## config.mk

```make
export PLATFORM = sky130hd
export DESIGN_NAME = countdown_timer
export DESIGN_NICKNAME = d
export VERILOG_FILES = /design/src/rtl/ctimer_pkg.sv /design/src/rtl/ctimer_btn_sync.sv /design/src/rtl/ctimer_tick_div.sv /design/src/rtl/ctimer_ctrl.sv /design/src/rtl/ctimer_datapath.sv /design/src/rtl/countdown_timer.sv
export SDC_FILE = /design/constraint.sdc
export NUM_CORES = 1
export LEC_CHECK = 0
export ABC_AREA = 1
export BUFFER_PORTS_ARGS = -buffer_cell sky130_fd_sc_hd__buf_2
export CAP_MARGIN = 0
export CORE_MARGIN = 1
export CORE_UTILIZATION = 54
export CTS_CLUSTER_SIZE = 28
export DETAILED_ROUTE_END_ITERATION = 8
export HOLD_SLACK_MARGIN = 0.03
export PLACE_DENSITY = 0.81
export SYNTH_ARGS = -nofsm -noshare
export SYNTH_HDL_FRONTEND = slang
export SYNTH_SLANG_ARGS = --single-unit
```

## constraint.sdc

```tcl
create_clock -name clk -period 1.6 [get_ports clk]
set_input_delay 0 -clock clk [delete_from_list [all_inputs] [get_ports clk]]
set_output_delay 0 -clock clk [all_outputs]
set_load 0.005 [all_outputs]
```

## src/rtl/ctimer_pkg.sv

```systemverilog
package ctimer_pkg;

  typedef enum logic {
    MODE_SET = 1'b0,
    MODE_GO  = 1'b1
  } timerMode_t;

  // strobes from control to datapath, at most one of stepUp/stepDown/tick active
  typedef struct packed {
    logic stepUp;
    logic stepDown;
    logic tick;
  } ctrlStrobes_t;

  localparam int unsigned DIGIT_W = 4;

endpackage

```

## src/rtl/ctimer_btn_sync.sv

```systemverilog
module ctimer_btn_sync #(
  parameter int unsigned STAGES = 2
) (
  input  logic clk,
  input  logic rst,
  input  logic rawIn,
  output logic pressEdge
);

  logic [STAGES-1:0] syncQ;
  logic              prevQ;

  always_ff @(posedge clk) begin
    if (rst) begin
      syncQ <= '0;
      prevQ <= 1'b0;
    end else begin
      syncQ <= {syncQ[STAGES-2:0], rawIn};
      prevQ <= syncQ[STAGES-1];
    end
  end

  assign pressEdge = syncQ[STAGES-1] & ~prevQ;

  // an edge lasts one cycle only
  p_one_edge_r10: assert property (@(posedge clk) disable iff (rst)
    pressEdge |=> !pressEdge);

endmodule

```

## src/rtl/ctimer_tick_div.sv

```systemverilog
module ctimer_tick_div #(
  parameter int unsigned TICK_DIV = 100_000_000
) (
  input  logic clk,
  input  logic rst,
  input  logic enable,
  output logic tickPulse
);

  localparam int unsigned CNT_W = (TICK_DIV > 1) ? $clog2(TICK_DIV) : 1;
  localparam logic [CNT_W-1:0] LAST = CNT_W'(TICK_DIV - 1);

  logic [CNT_W-1:0] cntQ;

  // counter parks at zero outside GO, so every entry into GO starts a full period
  always_ff @(posedge clk) begin
    if (rst || !enable)   cntQ <= '0;
    else if (cntQ == LAST) cntQ <= '0;
    else                   cntQ <= cntQ + 1'b1;
  end

  assign tickPulse = enable && (cntQ == LAST);

  generate
    if (TICK_DIV > 1) begin : g_spacing
      // pulses are never back to back
      p_pulse_spacing_r6: assert property (@(posedge clk) disable iff (rst)
        tickPulse |=> !tickPulse);
    end
  endgenerate

endmodule

```

## src/rtl/ctimer_ctrl.sv

```systemverilog
module ctimer_ctrl
  import ctimer_pkg::*;
(
  input  logic         clk,
  input  logic         rst,
  input  logic         centreEdge,
  input  logic         upEdge,
  input  logic         downEdge,
  input  logic         tickPulse,
  output ctrlStrobes_t strobes,
  output logic         modeGo
);

  timerMode_t modeQ;

  always_ff @(posedge clk) begin
    if (rst)             modeQ <= MODE_SET;
    else if (centreEdge) modeQ <= (modeQ == MODE_SET) ? MODE_GO : MODE_SET;
  end

  assign modeGo = (modeQ == MODE_GO);

  // up wins over down if both land together; a tick coinciding with a pause is dropped
  always_comb begin
    strobes          = '0;
    strobes.stepUp   = !modeGo && upEdge;
    strobes.stepDown = !modeGo && downEdge && !upEdge;
    strobes.tick     = modeGo && tickPulse && !centreEdge;
  end

  // centre edge flips the mode
  p_toggle_flips_r2: assert property (@(posedge clk) disable iff (rst)
    centreEdge |=> (modeQ != $past(modeQ)));

  // without a centre edge the mode is held
  p_mode_hold_r9: assert property (@(posedge clk) disable iff (rst)
    !centreEdge |=> $stable(modeQ));

  p_one_strobe_r6: assert property (@(posedge clk) disable iff (rst)
    $countones(strobes) <= 1);

endmodule

```

## src/rtl/ctimer_datapath.sv

```systemverilog
module ctimer_datapath
  import ctimer_pkg::*;
#(
  parameter int unsigned MAX_MINUTES = 60
) (
  input  logic               clk,
  input  logic               rst,
  input  ctrlStrobes_t       strobes,
  output logic [DIGIT_W-1:0] minTens,
  output logic [DIGIT_W-1:0] minUnits,
  output logic [DIGIT_W-1:0] secTens,
  output logic [DIGIT_W-1:0] secUnits
);

  localparam logic [DIGIT_W-1:0] MAX_T = DIGIT_W'(MAX_MINUTES / 10);
  localparam logic [DIGIT_W-1:0] MAX_U = DIGIT_W'(MAX_MINUTES % 10);

  logic [DIGIT_W-1:0] minTQ, minUQ, secTQ, secUQ;
  logic [DIGIT_W-1:0] minTD, minUD, secTD, secUD;
  logic secZero, minZero, atMax;

  assign secZero = (secTQ == '0) && (secUQ == '0);
  assign minZero = (minTQ == '0) && (minUQ == '0);
  assign atMax   = (minTQ == MAX_T) && (minUQ == MAX_U);

  always_comb begin
    minTD = minTQ;
    minUD = minUQ;
    secTD = secTQ;
    secUD = secUQ;
    if (strobes.stepUp) begin
      secTD = '0;
      secUD = '0;
      if (!atMax) begin
        if (minUQ == 4'd9) begin
          minUD = '0;
          minTD = minTQ + 1'b1;
        end else begin
          minUD = minUQ + 1'b1;
        end
      end
    end else if (strobes.stepDown) begin
      secTD = '0;
      secUD = '0;
      if (secZero && !minZero) begin
        if (minUQ == '0) begin
          minUD = 4'd9;
          minTD = minTQ - 1'b1;
        end else begin
          minUD = minUQ - 1'b1;
        end
      end
    end else if (strobes.tick && !(secZero && minZero)) begin
      if (secUQ != '0) begin
        secUD = secUQ - 1'b1;
      end else begin
        secUD = 4'd9;
        if (secTQ != '0) begin
          secTD = secTQ - 1'b1;
        end else begin
          secTD = 4'd5;
          if (minUQ == '0) begin
            minUD = 4'd9;
            minTD = minTQ - 1'b1;
          end else begin
            minUD = minUQ - 1'b1;
          end
        end
      end
    end
  end

  always_ff @(posedge clk) begin
    if (rst) begin
      minTQ <= '0;
      minUQ <= '0;
      secTQ <= '0;
      secUQ <= '0;
    end else begin
      minTQ <= minTD;
      minUQ <= minUD;
      secTQ <= secTD;
      secUQ <= secUD;
    end
  end

  assign minTens  = minTQ;
  assign minUnits = minUQ;
  assign secTens  = secTQ;
  assign secUnits = secUQ;

  // digits legal
  p_digits_legal_r11: assert property (@(posedge clk) disable iff (rst)
    (secTQ <= 4'd5) && (secUQ <= 4'd9) && (minUQ <= 4'd9) &&
    ((32'(minTQ) * 10 + 32'(minUQ)) <= MAX_MINUTES));

  // zero holds under ticks
  p_zero_hold_r7: assert property (@(posedge clk) disable iff (rst)
    (strobes.tick && secZero && minZero) |=> (secZero && minZero));

  // any step leaves the seconds at 00
  p_step_clears_sec_r5: assert property (@(posedge clk) disable iff (rst)
    (strobes.stepUp || strobes.stepDown) |=> secZero);

  // ceiling saturates
  p_up_cap_r3: assert property (@(posedge clk) disable iff (rst)
    (strobes.stepUp && atMax) |=> atMax);

  // floor saturates
  p_down_floor_r4: assert property (@(posedge clk) disable iff (rst)
    (strobes.stepDown && minZero && secZero) |=> (minZero && secZero));

  // no strobe, no change
  p_idle_stable_r8: assert property (@(posedge clk) disable iff (rst)
    (strobes == '0) |=> ($stable(minTQ) && $stable(minUQ) && $stable(secTQ) && $stable(secUQ)));

endmodule

```

## src/rtl/countdown_timer.sv

```systemverilog
module countdown_timer
  import ctimer_pkg::*;
#(
  parameter int unsigned TICK_DIV    = 100_000_000,
  parameter int unsigned SYNC_STAGES = 2,
  parameter int unsigned MAX_MINUTES = 60
) (
  input  logic               clk,
  input  logic               rst,
  input  logic               btnCentreRaw,
  input  logic               btnUpRaw,
  input  logic               btnDownRaw,
  output logic [DIGIT_W-1:0] minTens,
  output logic [DIGIT_W-1:0] minUnits,
  output logic [DIGIT_W-1:0] secTens,
  output logic [DIGIT_W-1:0] secUnits,
  output logic               modeGo,
  output logic               dpMinUnits
);

  localparam int unsigned N_BTN = 3;

  logic [N_BTN-1:0] rawVec;
  logic [N_BTN-1:0] edgeVec;
  logic             tickPulse;
  ctrlStrobes_t     strobes;

  assign rawVec = {btnDownRaw, btnUpRaw, btnCentreRaw};

  generate
    for (genvar g = 0; g < N_BTN; g++) begin : g_btn
      ctimer_btn_sync #(.STAGES(SYNC_STAGES)) u_sync (
        .clk      (clk),
        .rst      (rst),
        .rawIn    (rawVec[g]),
        .pressEdge(edgeVec[g])
      );
    end
  endgenerate

  ctimer_tick_div #(.TICK_DIV(TICK_DIV)) u_div (
    .clk      (clk),
    .rst      (rst),
    .enable   (modeGo),
    .tickPulse(tickPulse)
  );

  ctimer_ctrl u_ctrl (
    .clk       (clk),
    .rst       (rst),
    .centreEdge(edgeVec[0]),
    .upEdge    (edgeVec[1]),
    .downEdge  (edgeVec[2]),
    .tickPulse (tickPulse),
    .strobes   (strobes),
    .modeGo    (modeGo)
  );

  ctimer_datapath #(.MAX_MINUTES(MAX_MINUTES)) u_dp (
    .clk     (clk),
    .rst     (rst),
    .strobes (strobes),
    .minTens (minTens),
    .minUnits(minUnits),
    .secTens (secTens),
    .secUnits(secUnits)
  );

  // minutes and seconds are separated by the point after the minutes units digit
  assign dpMinUnits = 1'b1;

endmodule

```

Yosys cells after proc, flatten, opt, wreduce, memory -nomap -nowiden. Index checks and enable logic that the tools add are counted.

Register bits after elaboration: 53. Bits in latches: 0. Bits in writable memories: 0. Bits in read-only memories: 0. Input port bits: 5. Output and inout port bits: 18. Logic and storage cells: 85. Memories: 0.

Add/sub/neg operators: 7. Multiply operators: 0. Divide/modulo/power cells: 0. Order comparisons: 0. Equality and inequality tests: 8. Shift operators: 0. Mux-type cells: 21. Bitwise gates (word level): 7. Reductions and logical operators: 30.

Operators by type and width (number): $mux W4 (20); $add A27 B1 Y27 const B (1); $eq A27 B27 Y1 const B (1); $logic_not A4 Y1 (4); $sub A4 B1 Y4 const B (4); $logic_and A1 B1 Y1 (12); $add A4 B1 Y4 const B (2); $reduce_bool A4 Y1 (2); $ne A3 B3 Y1 const B (2); $reduce_and A6 Y1 (1); $logic_not A1 Y1 (5); $reduce_and A5 Y1 (1); $eq A4 B3 Y1 const B (1); $eq A4 B4 Y1 const B (1); $not A1 Y1 (4); $and A1 B1 Y1 (3); $ne A3 B1 Y1 const B (1); $reduce_bool A3 Y1 (1); $reduce_or A3 Y1 (1); $ne A2 B1 Y1 const B (1); $ne A2 B2 Y1 const B (1); $reduce_and A2 Y1 (1); $reduce_or A2 Y1 (1); $logic_or A1 B1 Y1 (1); $mux W1 (1).

Logic depth before layout (Yosys ltp).
Word-level depth: 8. Gate-level depth with buffers: 13.

Modules after synthesis. Synthesis repeated with hierarchy kept, for this count alone.

Cell total of the unflattened synthesis: 441. Area, all modules: 2887.8 µm².

By module, submodules not included: ctimer_tick_div (instances 1, cells an instance 226, area an instance 1460.2 µm², seq. area each 540.5 µm²); ctimer_datapath (instances 1, cells an instance 171, area an instance 1091.0 µm², seq. area each 320.3 µm²); ctimer_btn_sync (instances 3, cells an instance 10, area an instance 86.3 µm², seq. area each 60.1 µm²); ctimer_ctrl (instances 1, cells an instance 12, area an instance 66.3 µm², seq. area each 20.0 µm²); countdown_timer (instances 1, cells an instance 2, area an instance 11.3 µm², seq. area each 0.0 µm²).

Worst setup path before layout. OpenSTA, ideal clock, no wires.

Path kind: reg-to-reg. From: reg u_div.cntQ[0]. To: reg u_dp.minUQ[0] (netlist: u_dp.minUnits[0]). Setup time: 115 ps. Arrival time: 1535 ps. Slack: -50 ps. Cell stages (with the launch flop): 14. Path buffers: 1. Clock period less this slack: 1650 ps. Cell sequence: dfxtp_1 -> ha_1 -> nand2_1 -> nor2_4 -> nand2_4 -> nor2_4 -> nand2_2 -> nor2_4 -> nand3_2 -> nand2_4 -> buf_12 -> nand3_1 -> nand2_1 -> nor2_1.

Longest elaborated chain between the ends: 7.

RTL lines: from (decl) (line ctimer_tick_div.sv:13) `logic [CNT_W-1:0] cntQ;`; from (signal assigned) (line ctimer_tick_div.sv:19) `else cntQ <= cntQ + 1'b1;`; $eq A27 B27 Y1 (line ctimer_tick_div.sv:22) `assign tickPulse = enable && (cntQ == LAST);`; $logic_and A1 B1 Y1 (line ctimer_tick_div.sv:22); $logic_and A1 B1 Y1 (2 in a row) (line ctimer_ctrl.sv:28) `strobes.tick = modeGo && tickPulse && !centreEdge;`; $logic_and A1 B1 Y1 (line ctimer_datapath.sv:53) `end else if (strobes.tick && !(secZero && minZero)) begin`; $reduce_bool A3 Y1 (no source line); $reduce_and A5 Y1 (no source line); to (signal assigned) (line ctimer_datapath.sv:81) `minUQ <= minUD;`; to (decl) (line ctimer_datapath.sv:18) `logic [DIGIT_W-1:0] minTQ, minUQ, secTQ, secUQ;`.

Every way passes these cells. A chain may end at the register's enable or synchronous reset.

Worst setup path after layout.
From: reg u_div.cntQ[1]. To: reg u_dp.minTQ[3] (netlist: u_dp.minTens[3]).

Longest elaborated chain between the ends: 7.

RTL lines: $eq A27 B27 Y1 (line ctimer_tick_div.sv:22); $logic_and A1 B1 Y1 (line ctimer_tick_div.sv:22); $logic_and A1 B1 Y1 (2 in a row) (line ctimer_ctrl.sv:28); $logic_and A1 B1 Y1 (line ctimer_datapath.sv:53); $reduce_bool A3 Y1 (no source line); $reduce_and A6 Y1 (no source line); to (signal assigned) (line ctimer_datapath.sv:80) `minTQ <= minTD;`; to (decl) (line ctimer_datapath.sv:18).

Every way passes these cells.

==> results.json <==
{
  "status": "finished, violations left",
  "violations": "negative setup slack",
  "cp_max_fo": 8,
  "vias": 3101,
  "cts_root_buffer": "clkbuf_8",
  "yosysWarningCount": 0,
  "antenna_left": 0,
  "period_minus_slack_ps": 1670,
  "final_common_cell": "nand2_1",
  "dr.pass1.iters": 5,
  "path_clk_slew_ps": 110,
  "dp_hpwl_um": 5070,
  "fp.dieW_um": 75.2,
  "seq_area_frac_synth_pct": 36.6,
  "cp.required_ps": 1830,
  "tns_ps": -451,
  "design.portCount": 23,
  "coreArea_mm2": 0.00514,
  "die_h_um": 75.2,
  "holdPathEnd": "g_btn[0].u_sync.syncQ[1]$_SDFF_PP0_",
  "slowest_delay_ps": 370,
  "synth_ff_type": "dfxtp_1",
  "diodes": 0,
  "antenna_found_initial": 0,
  "mostFrequentLayoutCells": "86 x nand2_1, 64 x nor2_1, 60 x buf_4, 42 x inv_1, 37 x dfxtp_1",
  "crit_path_start_kind": "flop",
  "wl_per_cell_um": 13.5,
  "report.final.slew_viol_count": 0,
  "cp.depth": 12,
  "cts_made_buffers": 5,
  "drv_cap": 0,
  "nNetsFinal": 516,
  "cp.arrival_ps": 1910,
  "die_area_mm2": 0.00566,
  "hold_viol": 0,
  "min_period_over_period_pct": 104,
  "synth_edf_count": 0,
  "cp_top_family": "simple AND/OR/NAND/NOR gates",
  "drt_wl_total_um": 7790,
  "reg2reg_slack_ps": -70,
  "grt_usage_pct": 26.7,
  "r2r-end": "u_dp.minTens[3]$_SDFFE_PP0P_",
  "cts_max_level": 2,
  "ff2ff_path_depth": 12,
  "setup_violations": 10,
  "r2r-start": "u_div.cntQ[1]$_SDFF_PP0_",
  "grt_pass1_vias": 2675,
  "cp_slowest_cell": "dfxtp_2",
  "clk_path_buf_depth": 2,
  "power_mw": 2.68,
  "synth_area_mm2": 0.00290,
  "portBuffers": 21,
  "grt_setup_unrepaired": "yes",
  "grt_max_degree": 19,
  "clk_latency_ps": 330,
  "fmax_ghz": 0.598,
  "grt_first_pass_wirelength_um": 11600,
  "yosysUniqueCellTypes": 38,
  "post_drt_via_cell_ratio": 5.37,
  "synthesis.instances": 417,
  "drive_gt1_share_pct": 34.1,
  "syn_avg_cell_area_um2": 6.95,
  "crit_chain": "ha_4, nand2_4, nor2_4, nand2_4, nor2_4, nand2_4, nor2_4, nand3_4, nand2_8, nand3_1, nand2_1, nor2_1",
  "core.rowCount": 26,
  "p_per_area_mw_per_mm2": 683,
  "gp_congestion": 0.907,
  "area_delta_synth_final_pct": 35.3,
  "postSynth.asyncResetShare_pct": 0,
  "start_util_pct": 56.4,
  "cts_sinks": 53,
  "worstSetupEndpointType": "flop",
  "synth-seq-cells": 53,
  "cts_tree": "built",
  "min-delay-start": "g_btn[0].u_sync.syncQ[0]$_SDFF_PP0_",
  "ir_drop_mv": 0.476,
  "p_leak_nw": 1.61,
  "clock_skew_ps": 6.95,
  "whs_path_depth": 2,
  "post-route-worst-setup-slack_ps": -72.0,
  "overflow": 0,
  "hp-class": "flop to flop",
  "path_buf_inv": 0,
  "initialDrtViolationCount": 177,
  "drc": 0,
  "syn-num-nets": 426,
  "crit_type": "flop to flop"
}
## worst register-to-register path: stages, from the launching register on
cell	delay, ps
dfxtp_2	370
ha_4	150
nand2_4	50
nor2_4	120
nand2_4	90
nor2_4	100
nand2_4	80
nor2_4	130
nand3_4	160
nand2_8	140
nand3_1	80
nand2_1	80
nor2_1	40
## synthesized netlist by cell type, types with 2 or more instances
cell type	number	share of area, %
a21oi_1	27	4.7
a21oi_2	4	1.2
buf_2	3	0.52
dfxtp_1	53	37
ha_1	3	1.3
inv_1	45	5.8
nand2_1	92	12
nand2_2	4	0.86
nand2_4	4	1.6
nand3_1	23	4.0
nand3_2	2	0.69
nand4_1	11	2.4
nor2_1	70	9.1
nor2_2	8	1.7
nor2_4	6	2.3
nor3_1	11	1.9
nor3b_1	7	1.8
nor4_1	2	0.43
o21ai_0	9	1.6
o21bai_1	3	0.78
or2_2	2	0.43
xnor2_1	5	1.5
xor2_1	8	2.4
## final cells by class
type | instances | area, µm²
repair buffers | 89 | 637
multi-input cells | 312 | 1850
clock buffers | 5 | 68.8
well taps | 70 | 87.6
clock inverters | 3 | 25.0
flip-flops and latches | 53 | 1080
inverters | 46 | 173
fillers | 360 | 1220
## repair_timing
action                                  in CTS  in global routing
endpoints found under the hold margin       10                  0
endpoints found under the setup margin      17                 40
setup buffers                                4                  8
gates resized for setup                     13                 47
pin swaps                                    7                 14
hold buffers                                 7                  0
gates cloned                                 1                  0
## kinds of logic (layout without fill, tap and decap cells)
logic type / after synthesis / in the layout / share of synthesized area (%)
compound gates: 48 / 48 / 9.37
xor+xnor: 13 / 13 / 3.93
fa+ha+maj: 4 / 4 / 1.99
buf+inv: 53 / 143 / 7.82
flops: 53 / 53 / 36.6
other cells: 1 / 1 / 0.129
simple gates: 245 / 246 / 40.1
## per-stage QoR
| step | hold WS, ps | std cells | util, % | setup slack (ps) | instance area [µm²] |
|---|---|---|---|---|---|
| 2_1_floorplan | 107 | 417 | - | -11.1 | 2920 |
| 3_3_place_gp | 198 | 550 | 66.7 | 21.1 | 3430 |
| 3_5_place_dp | 208 | 550 | 66.7 | -66.6 | 3430 |
| 4_1_cts | 413 | 570 | 72.1 | -20.8 | 3710 |
| 5_1_grt | 426 | 578 | 76.2 | -171 | 3920 |
| 6_report | 415 | 578 | 76.2 | -72.0 | 3920 |
## registers in the layout, indices dropped and copies added (netlist names)
signal              count
g_btn.u_sync.prevQ      3
g_btn.u_sync.syncQ      6
u_ctrl.modeGo           1
u_div.cntQ             27
u_dp.minTens            4
u_dp.minUnits           4
u_dp.secTens            4
u_dp.secUnits           4
## power breakdown
part | total, mW | switching, mW | internal (mW) | leakage [nW]
logic | 0.477 | 0.271 | 0.206 | 1.13
registers | 1.37 | 0.0260 | 1.35 | 0.438
clock network | 0.827 | 0.506 | 0.320 | 0.0452
## routing by layer
metal	wire, µm	track usage, %
met5	0	0
met4	127	7.82
met3	489	4.95
met2	3960	46.5
met1	3210	33.6
## how the worst max path moves through the flow
| stage | from | to | slack, ps |
|---|---|---|---|
| 5_1_grt | u_dp.secTens[3]$_SDFFE_PP0P_ | u_dp.minTens[0]$_SDFFE_PP0P_ | -170 |
| 2_1_floorplan | u_div.cntQ[1]$_SDFF_PP0_ | u_dp.minUnits[0]$_SDFFE_PP0P_ | -10 |
| 4_1_cts | u_div.cntQ[1]$_SDFF_PP0_ | u_dp.minTens[1]$_SDFFE_PP0P_ | -20 |
| 3_3_place_gp | u_div.cntQ[1]$_SDFF_PP0_ | u_dp.minUnits[0]$_SDFFE_PP0P_ | 20 |
| 6_report | u_div.cntQ[1]$_SDFF_PP0_ | u_dp.minTens[3]$_SDFFE_PP0P_ | -70 |
| 3_5_place_dp | u_div.cntQ[0]$_SDFF_PP0_ | u_dp.minTens[1]$_SDFFE_PP0P_ | -70 |
(Power assumes the default switching activity.)
